**config.mk**
```make
export PLATFORM = sky130hd
export DESIGN_NAME = ilace_sync_gen
export DESIGN_NICKNAME = d
export VERILOG_FILES = /design/src/rtl/isg_pkg.sv /design/src/rtl/isg_counters.sv /design/src/rtl/isg_window.sv /design/src/rtl/isg_retime.sv /design/src/rtl/ilace_sync_gen.sv
export SDC_FILE = /design/constraint.sdc
export NUM_CORES = 1
export LEC_CHECK = 0
export ABC_CLOCK_PERIOD_IN_PS = 2750
export BUFFER_PORTS_ARGS = -buffer_cell sky130_fd_sc_hd__buf_2
export CAP_MARGIN = 20
export CORE_UTILIZATION = 40
export CTS_BUF_LIST = sky130_fd_sc_hd__clkbuf_16
export DETAILED_ROUTE_END_ITERATION = 10
export GPL_TIMING_DRIVEN = 0
export PLACE_DENSITY = 0.59
export SLEW_MARGIN = 0
export SYNTH_ARGS = -nofsm -noshare
export SYNTH_HDL_FRONTEND = slang
export SYNTH_SLANG_ARGS = --single-unit
```
**constraint.sdc**
```tcl
create_clock -name clk -period 2.75 [get_ports clk]
set_input_delay 0.275 -clock clk [delete_from_list [all_inputs] [get_ports clk]]
set_output_delay 0.275 -clock clk [all_outputs]
set_load 0.01 [all_outputs]
```
**src/rtl/isg_pkg.sv**
```systemverilog
package isg_pkg;
  typedef struct packed {
    logic hs;
    logic vs;
    logic blank;
    logic enc;
  } strobes_t;
endpackage

```
**src/rtl/isg_counters.sv**
```systemverilog
module isg_counters #(
  parameter int H_TOTAL = 780,
  parameter int V_TOTAL = 525,
  parameter int H_W = 10,
  parameter int V_W = 10
) (
  input  logic           clk,
  input  logic           rst,
  input  logic           sync_rst,
  input  logic           vs_in_n,
  output logic [H_W-1:0] h_cnt,
  output logic [V_W-1:0] v_cnt,
  output logic [1:0]     field,
  output logic           frame_start,
  output logic           in_phase
);
  logic vs_d, armed, fall, load, h_last, wrap;

  assign fall   = vs_d & ~vs_in_n;
  assign load   = armed & fall;
  assign h_last = (h_cnt == H_W'(H_TOTAL - 1));
  assign wrap   = h_last & (v_cnt == V_W'(V_TOTAL - 1));
  assign frame_start = load | wrap;

  always_ff @(posedge clk) begin
    if (rst) begin
      vs_d     <= 1'b1;
      armed    <= 1'b0;
      in_phase <= 1'b0;
      h_cnt    <= '0;
      v_cnt    <= '0;
      field    <= '0;
    end else begin
      vs_d  <= vs_in_n;
      armed <= sync_rst | (armed & ~fall);
      if (fall) in_phase <= armed | wrap;
      if (load) begin
        h_cnt <= '0;
        v_cnt <= '0;
        field <= '0;
      end else if (h_last) begin
        h_cnt <= '0;
        if (wrap) begin
          v_cnt <= '0;
          field <= field + 2'd1;
        end else begin
          v_cnt <= v_cnt + 1'b1;
        end
      end else begin
        h_cnt <= h_cnt + 1'b1;
      end
    end
  end
endmodule

```
**src/rtl/isg_window.sv**
```systemverilog
module isg_window #(
  parameter int V_W = 10,
  parameter int VBP_LO = 35,
  parameter int VEND_LO = 514,
  parameter int VBP_HI = 45,
  parameter int VEND_HI = 530
) (
  input  logic           clk,
  input  logic           rst,
  input  logic           strap_hi,
  input  logic           reg_we,
  input  logic           reg_sel,
  input  logic [V_W-1:0] reg_wdata,
  input  logic           frame_start,
  output logic [V_W-1:0] win_start,
  output logic [V_W-1:0] win_end
);
  localparam int NREG = 2;
  logic [V_W-1:0] shadow [NREG];
  logic [V_W-1:0] live   [NREG];

  for (genvar i = 0; i < NREG; i++) begin : g_reg
    localparam logic [V_W-1:0] DEF_LO = (i == 0) ? V_W'(VBP_LO) : V_W'(VEND_LO);
    localparam logic [V_W-1:0] DEF_HI = (i == 0) ? V_W'(VBP_HI) : V_W'(VEND_HI);
    always_ff @(posedge clk) begin
      if (rst) begin
        shadow[i] <= strap_hi ? DEF_HI : DEF_LO;
        live[i]   <= strap_hi ? DEF_HI : DEF_LO;
      end else begin
        if (frame_start) live[i] <= shadow[i];
        if (reg_we && (reg_sel == i[0])) shadow[i] <= reg_wdata;
      end
    end
  end

  assign win_start = live[0];
  assign win_end   = live[1];
endmodule

```
**src/rtl/isg_retime.sv**
```systemverilog
module isg_retime
  import isg_pkg::*;
#(
  parameter int H_SYNC = 58,
  parameter int H_BP = 60,
  parameter int H_ACT = 640,
  parameter int V_SYNC = 2,
  parameter int H_W = 10,
  parameter int V_W = 10
) (
  input  logic           clk,
  input  logic           rst,
  input  logic [H_W-1:0] h_cnt,
  input  logic [V_W-1:0] v_cnt,
  input  logic [1:0]     field,
  input  logic [V_W-1:0] win_start,
  input  logic [V_W-1:0] win_end,
  output logic           pix2_en,
  output logic           hs_n,
  output logic           vs_n,
  output logic           blank_n,
  output logic           enc_rst_n
);
  localparam int H_ON  = H_SYNC + H_BP;
  localparam int H_OFF = H_ON + H_ACT;
  strobes_t dec;
  logic h_act, v_act;

  always_comb begin
    h_act     = (h_cnt >= H_W'(H_ON)) && (h_cnt < H_W'(H_OFF));
    v_act     = (v_cnt >= win_start) && (v_cnt <= win_end);
    dec.hs    = h_cnt < H_W'(H_SYNC);
    dec.vs    = v_cnt < V_W'(V_SYNC);
    dec.blank = !(h_act && v_act);
    dec.enc   = (field == 2'd0) && (v_cnt == '0) && dec.hs;
  end

  always_ff @(posedge clk) begin
    if (rst) begin
      pix2_en   <= 1'b0;
      hs_n      <= 1'b1;
      vs_n      <= 1'b1;
      blank_n   <= 1'b1;
      enc_rst_n <= 1'b1;
    end else begin
      pix2_en <= ~pix2_en;
      if (pix2_en) begin
        hs_n      <= ~dec.hs;
        vs_n      <= ~dec.vs;
        blank_n   <= ~dec.blank;
        enc_rst_n <= ~dec.enc;
      end
    end
  end
endmodule

```
**src/rtl/ilace_sync_gen.sv**
```systemverilog
module ilace_sync_gen #(
  parameter int H_SYNC = 58,
  parameter int H_BP = 60,
  parameter int H_ACT = 640,
  parameter int H_FP = 22,
  parameter int V_TOTAL = 525,
  parameter int V_SYNC = 2,
  parameter int VBP_LO = 35,
  parameter int VEND_LO = 514,
  parameter int VBP_HI = 45,
  parameter int VEND_HI = 530,
  parameter int V_W = $clog2(V_TOTAL) + 1
) (
  input  logic           clk,
  input  logic           rst,
  input  logic           sync_rst,
  input  logic           strap_hi,
  input  logic           vs_in_n,
  input  logic           reg_we,
  input  logic           reg_sel,
  input  logic [V_W-1:0] reg_wdata,
  output logic           pix2_en,
  output logic           hs_n,
  output logic           vs_n,
  output logic           blank_n,
  output logic           enc_rst_n,
  output logic           in_phase
);
  localparam int H_TOTAL = H_SYNC + H_BP + H_ACT + H_FP;
  localparam int H_W = $clog2(H_TOTAL) + 1;

  logic [H_W-1:0] h_cnt;
  logic [V_W-1:0] v_cnt, win_start, win_end;
  logic [1:0]     field;
  logic           frame_start;

  isg_counters #(.H_TOTAL(H_TOTAL), .V_TOTAL(V_TOTAL), .H_W(H_W), .V_W(V_W)) u_cnt (
    .clk(clk), .rst(rst), .sync_rst(sync_rst), .vs_in_n(vs_in_n),
    .h_cnt(h_cnt), .v_cnt(v_cnt), .field(field),
    .frame_start(frame_start), .in_phase(in_phase));

  isg_window #(.V_W(V_W), .VBP_LO(VBP_LO), .VEND_LO(VEND_LO),
               .VBP_HI(VBP_HI), .VEND_HI(VEND_HI)) u_win (
    .clk(clk), .rst(rst), .strap_hi(strap_hi), .reg_we(reg_we),
    .reg_sel(reg_sel), .reg_wdata(reg_wdata), .frame_start(frame_start),
    .win_start(win_start), .win_end(win_end));

  isg_retime #(.H_SYNC(H_SYNC), .H_BP(H_BP), .H_ACT(H_ACT), .V_SYNC(V_SYNC),
               .H_W(H_W), .V_W(V_W)) u_rt (
    .clk(clk), .rst(rst), .h_cnt(h_cnt), .v_cnt(v_cnt), .field(field),
    .win_start(win_start), .win_end(win_end), .pix2_en(pix2_en),
    .hs_n(hs_n), .vs_n(vs_n), .blank_n(blank_n), .enc_rst_n(enc_rst_n));
endmodule

```
==> run_results.csv <==
group,metric,value,unit
outcome,status,"complete, no violations",
yosys,synth_cell_types,46,
yosys,ys_async_sr_fraction,0,%
worst_setup_path,r2r_slack,0.30,ns
worst_hold_path,hold_start,"vs_in_n",
cts,cts_hold_buf,0,
place,preCtsSetupSlack,0.214,ns
place,hpwl,4.75,mm
yosys,syn_nets,390,
final_layout,layout_common_cells,"edfxtp_1 (44), nor2_1 (36), dfxtp_1 (32), inv_1 (31), and2_1 (30)",
detailed_routing,ant_nets,0,
detailed_routing,wire_per_inst,12.9,um
yosys,yosysWarnings,0,
worst_setup_path,worst-path-max-fanout,10,
place,numPortBuffers,22,
yosys,yosys.area.top_type,"edfxtp_1",
pwr,p_leak,1.69,nW
worst_hold_path,hold_class,"input pin to flip-flop",
cts,clockRootBuffer,"clkbuf_16",
yosys,syn-cell-area,0.00371,mm2
die,io_pins,24,
sta,rsz0062_at_grt,"false",
worst_setup_path,cp-start-kind,"flip-flop",
detailed_routing,drtIter0Drc,82,
pwr,pwr_density_cell,605,mW/mm2
sta,skew,0.00819,ns
cts,cts_sinks,76,
worst_setup_path,cp.required,2.82,ns
worst_setup_path,worstPathArrival,2.52,ns
sta,hold_viol_final,0,
sta,slew_violations,0,
yosys,synth_edf_count,44,
global_route,globalRouteOverflowTotal,0,
final_layout,final_area,0.00426,mm2
final_layout,drive_gt1_share,13.1,%
worst_setup_path,cp-startpoint,"u_cnt.h_cnt[1]$_SDFF_PP0_",
cts,insertion_delay,0.33,ns
yosys,ys.flop_type,"edfxtp_1",
yosys,ys_seq_area_share,52.8,%
pwr,ir_worst_vdd,0.000305,V
yosys,synth_top_area_share,35.6,%
detailed_routing,dr.pass1.iters,4,
worst_setup_path,end_kind,"flip-flop",
cts,cts_buffer_depth,2,
yosys,synthCells,345,
run,drv_cap,0,
worst_setup_path,reg2reg_from,"u_cnt.h_cnt[1]$_SDFF_PP0_",
die,chipWidth,98.4,um
die,die_h,98.4,um
die,start_util,42.0,%
die,dieArea,0.00968,mm2
sta,layout_min_cycle_time,2.45,ns
worst_hold_path,whs_path_depth,2,
detailed_routing,vias_per_cell,4.91,
cts,tritoncts,"yes",
global_route,grt_use_total,14.7,%
detailed_routing,vias,2412,
sta,worst_slew_pin_slew,0.533,ns
pwr,power,0.00258,W
global_route,grt_pass1_wl,10.9,mm
worst_setup_path,reg2reg_to,"u_win.live[1][4]$_DFFE_PP_",
die,core,0.00885,mm2
final_layout,nNetsFinal,423,
sta,fin_hold_ws,0.146,ns
final_layout,antenna_cells,0,
place,gp_congestion,0.801,
sta,setup_viol,0,
die,num_rows,34,
final_layout,final_common_cell,"edfxtp_1",
sta,fin_setup_tns,0,ns
cts,cts_buffers,9,
worst_setup_path,ff2ff_path_depth,8,
place,dpl-instance-area,0.00396,mm2
global_route,grt_max_degree,32,
detailed_routing,drcViolationCount,0,
worst_setup_path,crit_type,"flip-flop to flip-flop",
yosys,synthTopCellsByArea,"edfxtp_1 (36%), dfxtp_1 (17%), ha_1 (9.1%)",
final_layout,syn2layout_area_growth,14.7,%
sta,fmax,409,MHz
global_route,antenna_found_initial,0,
sta,period_share,88.9,%
yosys,synth_area_per_cell,10.8,um2
sta,timing.final.ws_setup,0.305,ns
sta,relSlewSlack,64.4,%
cts,clk_pin_slew,0.06,ns
global_route,grt_pass1_vias,2347,
worst_hold_path,hold-path-endpoint,"u_cnt.vs_d$_SDFF_PP1_",
detailed_routing,wirelength,6.33,mm
yosys,synth_seq_cells,76,
cts,h-tree-depth,3,
==> worst max-delay path, stage by stage, from the launching register on <==
cell     delay [ns]
dfxtp_1        0.41
ha_1           0.26
nor4b_2        0.25
and4_1         0.21
buf_2          0.19
nand3_4        0.15
a21oi_4        0.24
buf_6          0.17
mux2_1         0.32
==> synthesized netlist by cell type, types with 2 or more instances <==
library cell and number:
nand2_1 17, mux2i_1 2, and2_1 30, xor2_1 8, o2111ai_1 2, a21o_1 2, clkbuf_1 6, o21ai_0 6
edfxtp_1 44, nand3b_1 2, dfxtp_1 32, buf_2 3, nand2b_1 10, inv_1 30, nand4_1 11, o21bai_1 2
nand3_1 9, a211oi_1 3, xnor2_1 12, nor3_1 8, a21oi_1 11, and3_1 2, nor2_1 36, nor3b_1 3
nor2b_1 5, ha_1 27, mux2_2 3
==> report_power, final <==
part / total (W) / switching [W] / internal (W)
sequential: 0.00129 / 0.0000193 / 0.00127
clock: 0.00116 / 0.000445 / 0.000710
combinational: 0.000137 / 0.0000813 / 0.0000560
total: 0.00258 / 0.000546 / 0.00203
==> metrics by stage <==
step,std cells,util (%)
6_report,491,48.2
3_3_place_gp,475,44.8
5_1_grt,491,48.2
2_1_floorplan,345,-
3_5_place_dp,475,44.8
4_1_cts,491,48.1
==> cell type report <==
| cell class | instances | area (um2) |
|---|---|---|
| buffer | 10 | 51.3 |
| multi-input combinational | 229 | 1590 |
| clock buffer | 11 | 275 |
| clock inverter | 5 | 23.8 |
| inverter | 30 | 113 |
| tap | 108 | 135 |
| fill | 813 | 4590 |
| timing repair buffer | 22 | 110 |
| sequential | 76 | 1960 |
==> worst max path at each step <==
stage,to,cells past startpoint
floorplan,u_win.live[1][4]$_DFFE_PP_,8
CTS,u_win.live[0][6]$_SDFFCE_PN0P_,7
detailed placement,u_win.live[0][9]$_SDFFCE_PN0P_,7
finish,u_win.live[1][4]$_DFFE_PP_,8
global placement,u_win.live[0][8]$_SDFFCE_PN0P_,7
global route,u_win.live[1][4]$_DFFE_PP_,8
==> kinds of logic (layout without fill, tap and decap cells) <==
family	after synthesis	count (layout)	share of synthesized area, %
AOI/OAI and AO/OA	36	36	6.67
buffers and inverters	40	78	4.34
xor gates and xnor gates	20	20	4.72
adders and majority gates	27	27	9.09
muxes	6	6	1.75
and+or+nand+nor	140	140	20.6
DFF	76	76	52.8
==> sequential cells by signal, indices dropped and copies added (netlist names) <==
name,count
u_cnt.armed,1
u_cnt.field,2
u_cnt.h_cnt,11
u_cnt.in_phase,1
u_cnt.v_cnt,11
u_cnt.vs_d,1
u_rt.blank_n,1
u_rt.enc_rst_n,1
u_rt.hs_n,1
u_rt.pix2_en,1
u_rt.vs_n,1
u_win.live,22
u_win.shadow,22
==> routing by layer <==
layer / wire, um / vias to the layer above / GRT usage [%] / share of wire, %
met2: 3210 / 28 / 25.3 / 51
met3: 145 / 8 / 3.65 / 2.3
met4: 101 / 0 / 6.54 / 1.6
met5: 0 / - / 0 / 0
li1: - / 1255 / - / -
met1: 2870 / 1121 / 17.4 / 45
==> what timing repair did <==
action / in CTS / in global routing
endpoints found under the setup margin: 0 / 12
resized for setup: 0 / 1
hold endpoints to repair: 0 / 0
buffers inserted: 0 / 0
Power figures use the tool's default switching activity.
